==> src/rtl/bts_pkg.sv <==
package bts_pkg;
  localparam int unsigned REG_AW = 3;
  localparam int unsigned DATA_W = 32;

  typedef enum logic [REG_AW-1:0] {
    A_CTRL  = 3'd0,
    A_TBASE = 3'd1,
    A_BCFG  = 3'd2,
    A_TSFL  = 3'd3,
    A_TSFH  = 3'd4,
    A_STAT  = 3'd5,
    A_MASK  = 3'd6,
    A_BCNT  = 3'd7
  } reg_addr_e;

  localparam int unsigned CTRL_RUN_BIT  = 0;
  localparam int unsigned CTRL_BCN_BIT  = 1;
  localparam int unsigned CTRL_SYNC_LSB = 2;
  localparam int unsigned SYNC_W        = 2;
endpackage

==> src/rtl/bts_prescaler.sv <==
module bts_prescaler #(
  parameter int unsigned W = 8
) (
  input  logic         clk,
  input  logic         rst_n,
  input  logic         en,
  input  logic         tick_in,
  input  logic [W-1:0] ratio,
  output logic         tick_out
);
  logic [W-1:0] cnt;
  logic         last;

  assign last     = (ratio == '0) ? 1'b1 : (cnt >= ratio - 1'b1);
  assign tick_out = en & tick_in & last;

  always_ff @(posedge clk or negedge rst_n) begin
    if (!rst_n)       cnt <= '0;
    else if (!en)     cnt <= '0;
    else if (tick_in) cnt <= last ? '0 : cnt + 1'b1;
  end


  wrap_chk: assert property (@(posedge clk) disable iff (!rst_n)
    tick_out |=> (cnt == '0));

  idle_hold_chk: assert property (@(posedge clk) disable iff (!rst_n)
    (en && !tick_in) |=> $stable(cnt));
endmodule

==> src/rtl/bts_tsf_counter.sv <==
module bts_tsf_counter #(
  parameter int unsigned HALF_W = 32
) (
  input  logic              clk,
  input  logic              rst_n,
  input  logic              run,
  input  logic              us_tick,
  input  logic              wr_lo,
  input  logic              wr_hi,
  input  logic [HALF_W-1:0] wdata,
  output logic [2*HALF_W-1:0] tsf
);
  localparam int unsigned TSF_W = 2 * HALF_W;

  always_ff @(posedge clk or negedge rst_n) begin
    if (!rst_n) begin
      tsf <= '0;
    end else if (wr_lo) begin
      tsf[HALF_W-1:0] <= wdata;
    end else if (wr_hi) begin
      tsf[TSF_W-1:HALF_W] <= wdata;
    end else if (run && us_tick) begin
      tsf <= tsf + 1'b1;
    end
  end


  step_chk: assert property (@(posedge clk) disable iff (!rst_n)
    (run && us_tick && !wr_lo && !wr_hi) |=> (tsf == $past(tsf) + 1'b1));

  hold_chk: assert property (@(posedge clk) disable iff (!rst_n)
    (!(run && us_tick) && !wr_lo && !wr_hi) |=> $stable(tsf));

  wr_lo_chk: assert property (@(posedge clk) disable iff (!rst_n)
    wr_lo |=> (tsf[HALF_W-1:0] == $past(wdata)));
endmodule

==> src/rtl/bts_beacon_timer.sv <==
module bts_beacon_timer #(
  parameter int unsigned CNT_W = 16,
  parameter logic [CNT_W-1:0] CNT_RST = '0
) (
  input  logic             clk,
  input  logic             rst_n,
  input  logic             en,
  input  logic             load,
  input  logic             t64_tick,
  input  logic [CNT_W-1:0] preload,
  input  logic [CNT_W-1:0] interval,
  output logic             expire,
  output logic [CNT_W-1:0] cnt
);
  assign expire = en & t64_tick & !load & (cnt <= CNT_W'(1));

  always_ff @(posedge clk or negedge rst_n) begin
    if (!rst_n)                cnt <= CNT_RST;
    else if (load)             cnt <= preload;
    else if (en && t64_tick)   cnt <= expire ? interval : cnt - 1'b1;
  end


  reload_chk: assert property (@(posedge clk) disable iff (!rst_n)
    expire |=> (cnt == $past(interval)));

  load_chk: assert property (@(posedge clk) disable iff (!rst_n)
    load |=> (cnt == $past(preload)));

  no_rise_chk: assert property (@(posedge clk) disable iff (!rst_n)
    (!load && !expire) |=> (cnt <= $past(cnt)));
endmodule

==> src/rtl/bts_irq.sv <==
module bts_irq #(
  parameter int unsigned N = 1
) (
  input  logic         clk,
  input  logic         rst_n,
  input  logic [N-1:0] set_evt,
  input  logic         clr_wr,
  input  logic [N-1:0] clr_bits,
  input  logic         mask_wr,
  input  logic [N-1:0] mask_wdata,
  output logic [N-1:0] stat,
  output logic [N-1:0] mask,
  output logic         irq
);
  logic [N-1:0] clr_eff;

  assign clr_eff = clr_wr ? clr_bits : '0;
  assign irq     = |(stat & ~mask);

  always_ff @(posedge clk or negedge rst_n) begin
    if (!rst_n) begin
      stat <= '0;
      mask <= '0;
    end else begin
      stat <= (stat & ~clr_eff) | set_evt;
      if (mask_wr) mask <= mask_wdata;
    end
  end


  set_wins_chk: assert property (@(posedge clk) disable iff (!rst_n)
    set_evt[0] |=> stat[0]);

  clear_chk: assert property (@(posedge clk) disable iff (!rst_n)
    (clr_wr && clr_bits[0] && !set_evt[0]) |=> !stat[0]);

  mask_block_chk: assert property (@(posedge clk) disable iff (!rst_n)
    (&mask) |-> !irq);
endmodule

==> src/rtl/beacon_tsf_timer.sv <==
module beacon_tsf_timer
  import bts_pkg::*;
#(
  parameter int unsigned TB_W            = 8,
  parameter int unsigned BI_W            = 16,
  parameter int unsigned CLK_PER_US_RST  = 8,
  parameter int unsigned US_PER_T64_RST  = 64,
  parameter int unsigned BCN_INTV_RST    = 1600,
  parameter int unsigned BCN_PRELOAD_RST = 1600
) (
  input  logic                clk,
  input  logic                rst_n,
  input  logic                reg_wr,
  input  logic                reg_rd,
  input  logic [REG_AW-1:0]   reg_addr,
  input  logic [DATA_W-1:0]   reg_wdata,
  output logic [DATA_W-1:0]   reg_rdata,
  output logic                irq
);
  localparam int unsigned HALF_W  = DATA_W;
  localparam int unsigned TSF_W   = 2 * HALF_W;
  localparam int unsigned NSTAGE  = 2;

  logic                 ctrl_run, ctrl_bcn;
  logic [SYNC_W-1:0]    sync_mode;
  logic [TB_W-1:0]      ratio [NSTAGE];
  logic [BI_W-1:0]      bcn_intv, bcn_pre, bcn_cnt;
  logic [HALF_W-1:0]    hi_shadow;
  logic [TSF_W-1:0]     tsf;
  logic [NSTAGE:0]      tick_chain;
  logic                 pre_en, bcn_load, expire;
  logic [0:0]           stat, mask;
  logic [DATA_W-1:0]    rd_word;
  reg_addr_e            addr;

  assign addr = reg_addr_e'(reg_addr);

  wire wr_ctrl = reg_wr && (addr == A_CTRL);
  wire wr_tb   = reg_wr && (addr == A_TBASE);
  wire wr_bcfg = reg_wr && (addr == A_BCFG);
  wire wr_tsfl = reg_wr && (addr == A_TSFL);
  wire wr_tsfh = reg_wr && (addr == A_TSFH);
  wire wr_stat = reg_wr && (addr == A_STAT);
  wire wr_mask = reg_wr && (addr == A_MASK);

  assign bcn_load = wr_ctrl && reg_wdata[CTRL_BCN_BIT] && !ctrl_bcn;
  assign pre_en   = ctrl_run | ctrl_bcn;

  always_ff @(posedge clk or negedge rst_n) begin
    if (!rst_n) begin
      ctrl_run  <= 1'b0;
      ctrl_bcn  <= 1'b0;
      sync_mode <= '0;
      ratio[0]  <= TB_W'(CLK_PER_US_RST);
      ratio[1]  <= TB_W'(US_PER_T64_RST);
      bcn_intv  <= BI_W'(BCN_INTV_RST);
      bcn_pre   <= BI_W'(BCN_PRELOAD_RST);
    end else begin
      if (wr_ctrl) begin
        ctrl_run  <= reg_wdata[CTRL_RUN_BIT];
        ctrl_bcn  <= reg_wdata[CTRL_BCN_BIT];
        sync_mode <= reg_wdata[CTRL_SYNC_LSB +: SYNC_W];
      end
      if (wr_tb) begin
        ratio[0] <= reg_wdata[0 +: TB_W];
        ratio[1] <= reg_wdata[TB_W +: TB_W];
      end
      if (wr_bcfg) begin
        bcn_intv <= reg_wdata[0 +: BI_W];
        bcn_pre  <= reg_wdata[BI_W +: BI_W];
      end
    end
  end

  // Timebase: stage 0 makes the microsecond tick, stage 1 the 64 us tick.
  assign tick_chain[0] = 1'b1;
  for (genvar s = 0; s < NSTAGE; s++) begin : g_stage
    bts_prescaler #(.W(TB_W)) i_pre (
      .clk      (clk),
      .rst_n    (rst_n),
      .en       (pre_en),
      .tick_in  (tick_chain[s]),
      .ratio    (ratio[s]),
      .tick_out (tick_chain[s+1])
    );
  end

  bts_tsf_counter #(.HALF_W(HALF_W)) i_tsf (
    .clk     (clk),
    .rst_n   (rst_n),
    .run     (ctrl_run),
    .us_tick (tick_chain[1]),
    .wr_lo   (wr_tsfl),
    .wr_hi   (wr_tsfh),
    .wdata   (reg_wdata),
    .tsf     (tsf)
  );

  bts_beacon_timer #(.CNT_W(BI_W), .CNT_RST(BI_W'(BCN_PRELOAD_RST))) i_bcn (
    .clk      (clk),
    .rst_n    (rst_n),
    .en       (ctrl_bcn),
    .load     (bcn_load),
    .t64_tick (tick_chain[NSTAGE]),
    .preload  (bcn_pre),
    .interval (bcn_intv),
    .expire   (expire),
    .cnt      (bcn_cnt)
  );

  bts_irq #(.N(1)) i_irq (
    .clk        (clk),
    .rst_n      (rst_n),
    .set_evt    (expire),
    .clr_wr     (wr_stat),
    .clr_bits   (reg_wdata[0]),
    .mask_wr    (wr_mask),
    .mask_wdata (reg_wdata[0]),
    .stat       (stat),
    .mask       (mask),
    .irq        (irq)
  );

  always_comb begin
    rd_word = '0;
    unique case (addr)
      A_CTRL: begin
        rd_word[CTRL_RUN_BIT] = ctrl_run;
        rd_word[CTRL_BCN_BIT] = ctrl_bcn;
        rd_word[CTRL_SYNC_LSB +: SYNC_W] = sync_mode;
      end
      A_TBASE: begin
        rd_word[0 +: TB_W]    = ratio[0];
        rd_word[TB_W +: TB_W] = ratio[1];
      end
      A_BCFG: begin
        rd_word[0 +: BI_W]    = bcn_intv;
        rd_word[BI_W +: BI_W] = bcn_pre;
      end
      A_TSFL: rd_word = tsf[HALF_W-1:0];
      A_TSFH: rd_word = hi_shadow;
      A_STAT: rd_word[0] = stat[0];
      A_MASK: rd_word[0] = mask[0];
      A_BCNT: rd_word[0 +: BI_W] = bcn_cnt;
      default: rd_word = '0;
    endcase
  end

  always_ff @(posedge clk or negedge rst_n) begin
    if (!rst_n) begin
      reg_rdata <= '0;
      hi_shadow <= '0;
    end else if (reg_rd) begin
      reg_rdata <= rd_word;
      if (addr == A_TSFL) hi_shadow <= tsf[TSF_W-1:HALF_W];
    end
  end


  hi_capture_chk: assert property (@(posedge clk) disable iff (!rst_n)
    (reg_rd && addr == A_TSFL) |=> (hi_shadow == $past(tsf[TSF_W-1:HALF_W])));

  hi_return_chk: assert property (@(posedge clk) disable iff (!rst_n)
    (reg_rd && addr == A_TSFH) |=> (reg_rdata == $past(hi_shadow)));

  load_only_rise_chk: assert property (@(posedge clk) disable iff (!rst_n)
    bcn_load |=> ctrl_bcn);
endmodule

==> config.mk <==
export PLATFORM = sky130hd
export DESIGN_NAME = beacon_tsf_timer
export DESIGN_NICKNAME = d
export VERILOG_FILES = /design/src/rtl/bts_pkg.sv /design/src/rtl/bts_prescaler.sv /design/src/rtl/bts_tsf_counter.sv /design/src/rtl/bts_beacon_timer.sv /design/src/rtl/bts_irq.sv /design/src/rtl/beacon_tsf_timer.sv
export SDC_FILE = /design/constraint.sdc
export NUM_CORES = 1
export LEC_CHECK = 0
export ABC_AREA = 1
export CAP_MARGIN = 20
export CORE_ASPECT_RATIO = 1.75
export CORE_MARGIN = 2
export CORE_UTILIZATION = 45
export DETAILED_ROUTE_END_ITERATION = 8
export GPL_TIMING_DRIVEN = 1
export PLACE_DENSITY_LB_ADDON = 0.12
export SLEW_MARGIN = 15
export SYNTH_ARGS = -nofsm -noshare
export SYNTH_HDL_FRONTEND = slang
export SYNTH_SLANG_ARGS = --single-unit
==> constraint.sdc <==
create_clock -name clk -period 7.2 [get_ports clk]
set_input_delay 1.08 -clock clk [delete_from_list [all_inputs] [get_ports clk]]
set_output_delay 1.08 -clock clk [all_outputs]
set_load 0.02 [all_outputs]
==> impl_results.md, run 1 <==
- Status: finished, final reports clean
- Seq cells post-synth: roughly 210
- Post-cts repair resize count: 0
- DP Wirelength: just under 40 mm
- Initial Util: between 40% and 50%
- Mapped Cells: 1779
- GR Overflow Total: 0
- Yosys top cell area share: approximately two fifths
- Max stage delay cell, worst path: nor2_4
- Cts hold-fix bufs: 0
- Prevailing post-synth register cell: dfrtp_1
- Final Setup Violations: 0
- WS Path Type: in -> reg
- Max incr delay on CP: 0.75 ns
- Commonest non-fill, non-tap cells in the layout: 484 x nand2_1, 203 x dfrtp_1, 197 x inv_1
- Worst skew pair latency: about 0.54 ns
- Final GP Congestion: about 1.1
- # IOs: slightly above 70
- Pin count of the biggest net entering global routing: between 80 and 90
- Max VDD drop: between 200 and 250 µV
- Fin area: between 0.01 and 0.015 mm²
- Final worst-path cycle share: between 60% and 70%
- Sequential standard cell area: 0.00537 mm²
- CP bufs+invs: 5
- Critical Path RT: around 7.7 ns
- Share of layout cells above drive strength 1: 4.84%
- RSZ-0062 raised after global routing: no
- Core Region: between 0.02 and 0.03 mm²
- Fmax achieved: between 200 and 250 MHz
- CP Max Fanout: 43
- Drt first pass iters: 5
- Synthesis-to-layout area growth: 14.1%
- Detail Route Antenna Nets: 0
- Synth area leader: dfrtp_1
- Commonest non-fill, non-tap cell in the layout: nand2_1
- Worst slew pin tran: 1.11 ns
- Cell Area, Placed: between 0.01 and 0.015 mm²
- PortBufs: 71
- Final wirelength: roughly 50 mm
- Number of synthesized flops with an enable pin: 0
- Final nets: 1886
- CP Cell Sequence: clkdlybuf4s50_1 -> nand2_1 -> nor2_2 -> buf_4 -> inv_2 -> nor2_4 -> inv_2 -> nand2_1 -> nand2_2 -> inv_2 -> o21ai_0 -> o21ai_1
- Mapped cell area: about 0.013 mm²
- GRT Util Overall: between 30% and 40%
- Clock slew at reported path FFs: about 0.07 ns
- First-pass GRT wire length: between 70 and 80 mm
- Reg2reg start: ratio[8]$_DFFE_PN0P_
- Syn Area/Cell: roughly 7.2 µm²
- Slew headroom: ~25%
- CP dominant cell by count: inv_2
- Synth unique cells: 40
- Cell Pwr Density: 328 mW/mm²
- Fillers: between 2000 and 3000
- # DRC: 0
- Setup TNS: 0 ns
- Vias in the first global route: between 10000 and 15000
- Top cells by area, synth: dfrtp_1 40%, nand2_1 14%, o21ai_0 6.7%, inv_1 5.8%, nor2_1 4.9%
- YS warnings: 0
- Cells after DPL: between 2000 and 2500
- Diode count: 0
- CTS H-tree depth: 1
- Hold WS: between 0.4 and 0.5 ns
- Slew Limit Fails: 0
- Setup repair bufs after CTS: 0
- Total number of vias: around 13000
- R2R Setup Slk: around 3.7 ns
- Multi-input logic area: 0.00634 mm²
- Chip Height: 227 µm
- CTS sink cnt: roughly 210
- Num CTS Buffers: 23
- Fraction of registers with async set/reset: 100%
- Crit path launch: reg_addr[0]
- Maxcap violations: 0
- Register area share after synthesis: 42.1%
- Hold Startpoint: reg_rdata[16]$_DFFE_PN0P_
- Critical Path AT: roughly 5 ns
- CTS tree: done
- Via density: about 5.7
- LEAKAGE: about 6.6 nW
- Die X: roughly 130 µm
- Clock root cell: clkbuf_16
- Finished Layout Cells: roughly 2200
- Crit end category: flop
- Post-synthesis net count: around 1800
- Crit-path leading delay family: buffers and inverters
- Rows: between 80 and 90
- Clock Path Buffers: 3
- Power consumption: between 4 and 5 mW
- Startpoint Class: input pin
- Final Hold Vio Count: 0
- Die area: between 0.02 and 0.03 mm²
- DRT iter0 DRCs: about 1200
- WL/cell: approximately 23 µm
- Crit path time final: 4.49 ns
- Setup Skew: 0.0130 ns
- Hold WC Path Type: reg -> reg
- Initial antenna violation count: 0
[synthesized netlist by cell type, drive strengths merged, types with 5 or more instances]
cell,n
a21oi,73
nand2,488
o211ai,42
and2,6
a221oi,16
nand4,39
xnor2,5
nor2,176
clkbuf,41
nand3,101
inv,209
dfrtp,203
o22ai,9
a21o,7
buf,23
dfstp,11
nor3,43
o21ai,200
ha,25
a31oi,6
xor2,42
[flip-flops by register name, indices dropped and copies added (netlist names)]
| name | flops |
|---|---|
| ratio | 16 |
| reg_rdata | 32 |
| hi_shadow | 32 |
| ctrl_run | 1 |
| g_stage.i_pre.cnt | 16 |
| i_tsf.tsf | 64 |
| bcn_pre | 16 |
| ctrl_bcn | 1 |
| i_irq.stat | 1 |
| bcn_intv | 16 |
| i_bcn.cnt | 16 |
| sync_mode | 2 |
| i_irq.mask | 1 |
[path summary, 6_finish.rpt]
check                                                          to  cells past startpoint
max in group asynchronous               hi_shadow[22]$_DFFE_PN0P_                      2
worst max register to register          i_tsf.tsf[50]$_DFFE_PN0P_                     18
worst min-delay path                    reg_rdata[16]$_DFFE_PN0P_                      1
worst min register to register          reg_rdata[16]$_DFFE_PN0P_                      1
worst max-delay path                    i_tsf.tsf[18]$_DFFE_PN0P_                     12
min in group asynchronous       g_stage[0].i_pre.cnt[7]$_DFF_PN0_                      1
[where the power goes]
part	switching, mW	total, mW	leakage [nW]	internal [mW]
Clock	0.521	1.27	0.390	0.748
Combinational	0.923	1.44	3.49	0.513
Sequential	0.477	2.07	2.72	1.59
[per-layer routing]
metal	global-route usage [%]	vias to the layer above	wire [µm]
li1	-	5935	-
met1	36.4	5997	17700
met2	61.4	513	25400
met3	3.85	155	2680
met4	25.8	0	4360
met5	0	-	0
[cell type report]
class	count	share of cell area, %
multi-input combinational	1292	43.6
clock inverter	10	0.928
timing repair buffer	82	5.57
tap	373	3.20
clock buffer	31	4.50
inverter	209	5.39
sequential	214	36.9
[logic make-up after synthesis]
family                     share of synthesized area [%]
AOI/OAI and AO/OA                                   16.0
and+or+nand+nor                                     28.0
buffers and inverters                               8.26
xor gates and xnor gates                            3.23
DFF                                                 42.1
adders and majority gates                           2.45
[per-stage QoR]
stage	utilization, %	setup WS [ns]
2_1_floorplan	-	4.70
3_3_place_gp	49.2	2.38
3_5_place_dp	49.2	2.28
4_1_cts	52.1	2.81
5_1_grt	52.1	2.34
6_report	52.1	2.71
No activity file was read; power rests on OpenSTA's default activity.
==> run 2: changes to the inputs <==
==> constraint.sdc (replaced) <==
create_clock -name clk -period 3.7 [get_ports clk]
set_input_delay 0.555 -clock clk [delete_from_list [all_inputs] [get_ports clk]]
set_output_delay 0.555 -clock clk [all_outputs]
set_load 0.02 [all_outputs]
==> impl_results.md, run 2 (same netlist as run 1, synthesis figures left out) <==
- Status: finished, final reports clean
- Seq pwr share: between 40% and 50%
- Final wirelength: 50.1 mm
- Sequential standard cell area: 0.00537 mm²
- Critical Path AT: around 3.5 ns
- Clock root cell: clkbuf_16
- Max incr delay on CP: ~0.43 ns
- Post-cts repair resize count: 0
- RSZ-0062 raised after global routing: no
- WL/cell: approximately 23 µm
- Chip Height: 227 µm
- Final worst-path cycle share: around 80%
- Num CTS Buffers: 23
- GR Overflow Total: 0
- First-pass GRT wire length: between 70 and 80 mm
- Maxcap violations: 0
- # DRC: 0
- Setup repair bufs after CTS: 0
- CTS tree: done
- Fin worst setup slack: roughly 0.66 ns
- Setup TNS: 0 ns
- Post-Place Worst Slack: 0.704 ns
- Final Hold Vio Count: 0
- CP dominant cell by count: nor2_1
- Cell Area, Placed: between 0.01 and 0.015 mm²
- GRT Max-Usage Layer: met2
- Fin area: about 0.015 mm²
- Core Region: 0.0280 mm²
- Combinational power share: 30.7%
- Commonest non-fill, non-tap cells in the layout: 484 x nand2_1, 203 x dfrtp_1, 197 x inv_1
- CTS sink cnt: roughly 210
- Critical Path RT: ~4 ns
- Met3 Usage GRT: between 2 and 3%
- Share of layout cells above drive strength 1: under 10%
- M2 GR Usage: 58.8%
- Crit end category: flop
- Final Setup Violations: 0
- Fmax achieved: around 330 MHz
- Cts hold-fix bufs: 0
- CP Cell Sequence: nor2_1 -> nand4_1 -> nor3_1 -> xor2_1 -> ha_1 -> a21o_1 -> nor2_1 -> nand4_1 -> inv_1 -> nor2_1 -> buf_4 -> nor2_1 -> nor2_1 -> nand2_1 -> nand2_1
- Commonest non-fill, non-tap cell in the layout: nand2_1
- Slew headroom: between 40% and 50%
- Largest regs: i_tsf.tsf x64, hi_shadow x32, reg_rdata x32
- Initial Util: between 40% and 50%
- Cell-internal power: around 5.5 mW
- Startpoint Class: flop
- WS Path Type: reg -> reg
- Detail Route Antenna Nets: 0
- GRT Util Overall: about a third
- CP Max Fanout: 13
- CTS H-tree depth: 1
- Pin count of the biggest net entering global routing: 100
- Total number of vias: 12600
- LEAKAGE: around 6.7 nW
- Clock Path Buffers: 3
- # IOs: a little over 70
- Sw Ratio: 40.4%
- Initial antenna violation count: 0
- Met1 Track Usage GR: between 30 and 40%
- Max VDD drop: ~400 µV
- Worst skew pair latency: 0.52 ns
- Final nets: 1901
- Diode count: 0
- Rows: 81
- Multi-input logic area: ~0.0063 mm²
- Synthesis-to-layout area growth: 15.1%
- Die X: 131 µm
- Max reg flops: 64
- Die area: just under 0.03 mm²
- NetSw: around 3.7 mW
- Final GP Congestion: roughly 1.0
- Setup Skew: 0.00846 ns
- Largest reg by FF count: i_tsf.tsf
- Clock slew at reported path FFs: roughly 0.07 ns
- Via density: ~5.6
- PortBufs: between 70 and 80
- Fillers: about 2900
- DP Wirelength: approximately 40 mm
- Clock network power share: approximately a quarter
- DRT iter0 DRCs: between 900 and 1000
- Vias in the first global route: between 10000 and 15000
- Slew Limit Fails: 0
- Hold WS: 0.0525 ns
- Max stage delay cell, worst path: dfrtp_1
- Hold WC Path Type: in -> async
- Crit path time final: roughly 3.0 ns
- Worst slew pin tran: slightly below 0.9 ns
- Drt first pass iters: 7
- Cell Pwr Density: 629 mW/mm²
run 2: through the flow:
stage               power [mW]  cells  util (%)
finish                    9.23   2225      52.5
floorplan                 5.59   1779         -
detailed placement        6.85   2185      49.8
CTS                       9.24   2225      52.5
global route              9.82   2225      52.5
global placement          6.81   2185      49.8
run 2: worst max-delay path: cells and delay by family, from the launching register on:
family / cells / cell delay (ns)
compound gates: 1 / 0.17
xor+xnor: 1 / 0.18
fa+ha+maj: 1 / 0.27
buf+inv: 2 / 0.34
flops: 1 / 0.43
simple gates: 10 / 1.55
run 2: power groups by stage:
stage	Combinational [mW]	Clock, mW	Sequential (mW)
floorplan	1.88	0	3.71
global placement	2.77	0	4.04
detailed placement	2.81	0	4.04
CTS	2.83	2.41	4.01
global route	3.21	2.50	4.12
finish	2.83	2.37	4.03
run 2: final timing paths:
| check | cells after the start | end | startpoint | slack (ns) |
|---|---|---|---|---|
| worst max-delay path | 15 | i_bcn.cnt[2]$_DFFE_PN0P_ | ratio[2]$_DFFE_PN0P_ | 0.66 |
| worst min-delay path | 1 | g_stage[0].i_pre.cnt[5]$_DFF_PN0_ | rst_n | 0.05 |
| worst max register to register | 15 | i_bcn.cnt[2]$_DFFE_PN0P_ | ratio[2]$_DFFE_PN0P_ | 0.66 |
| worst min register to register | 2 | reg_rdata[23]$_DFFE_PN0P_ | reg_rdata[23]$_DFFE_PN0P_ | 0.48 |
| max in group asynchronous | 2 | bcn_intv[9]$_DFFE_PN1P_ | rst_n | 2.71 |
| min in group clk | 2 | reg_rdata[23]$_DFFE_PN0P_ | reg_rdata[23]$_DFFE_PN0P_ | 0.48 |
run 2: layer usage:
layer | routed length (µm) | up-vias
met1 | 18100 | 5954
li1 | - | 5955
met4 | 5270 | 0
met3 | 2220 | 177
met2 | 24600 | 481
met5 | 0 | -
run 2: cell type report:
class	instances	share of cell area, %
multi-input cells	1292	43.2
flip-flops and latches	214	36.6
repair buffers	97	6.55
inverters	209	5.34
clock buffers	34	4.61
well taps	373	3.18
clock inverters	6	0.545
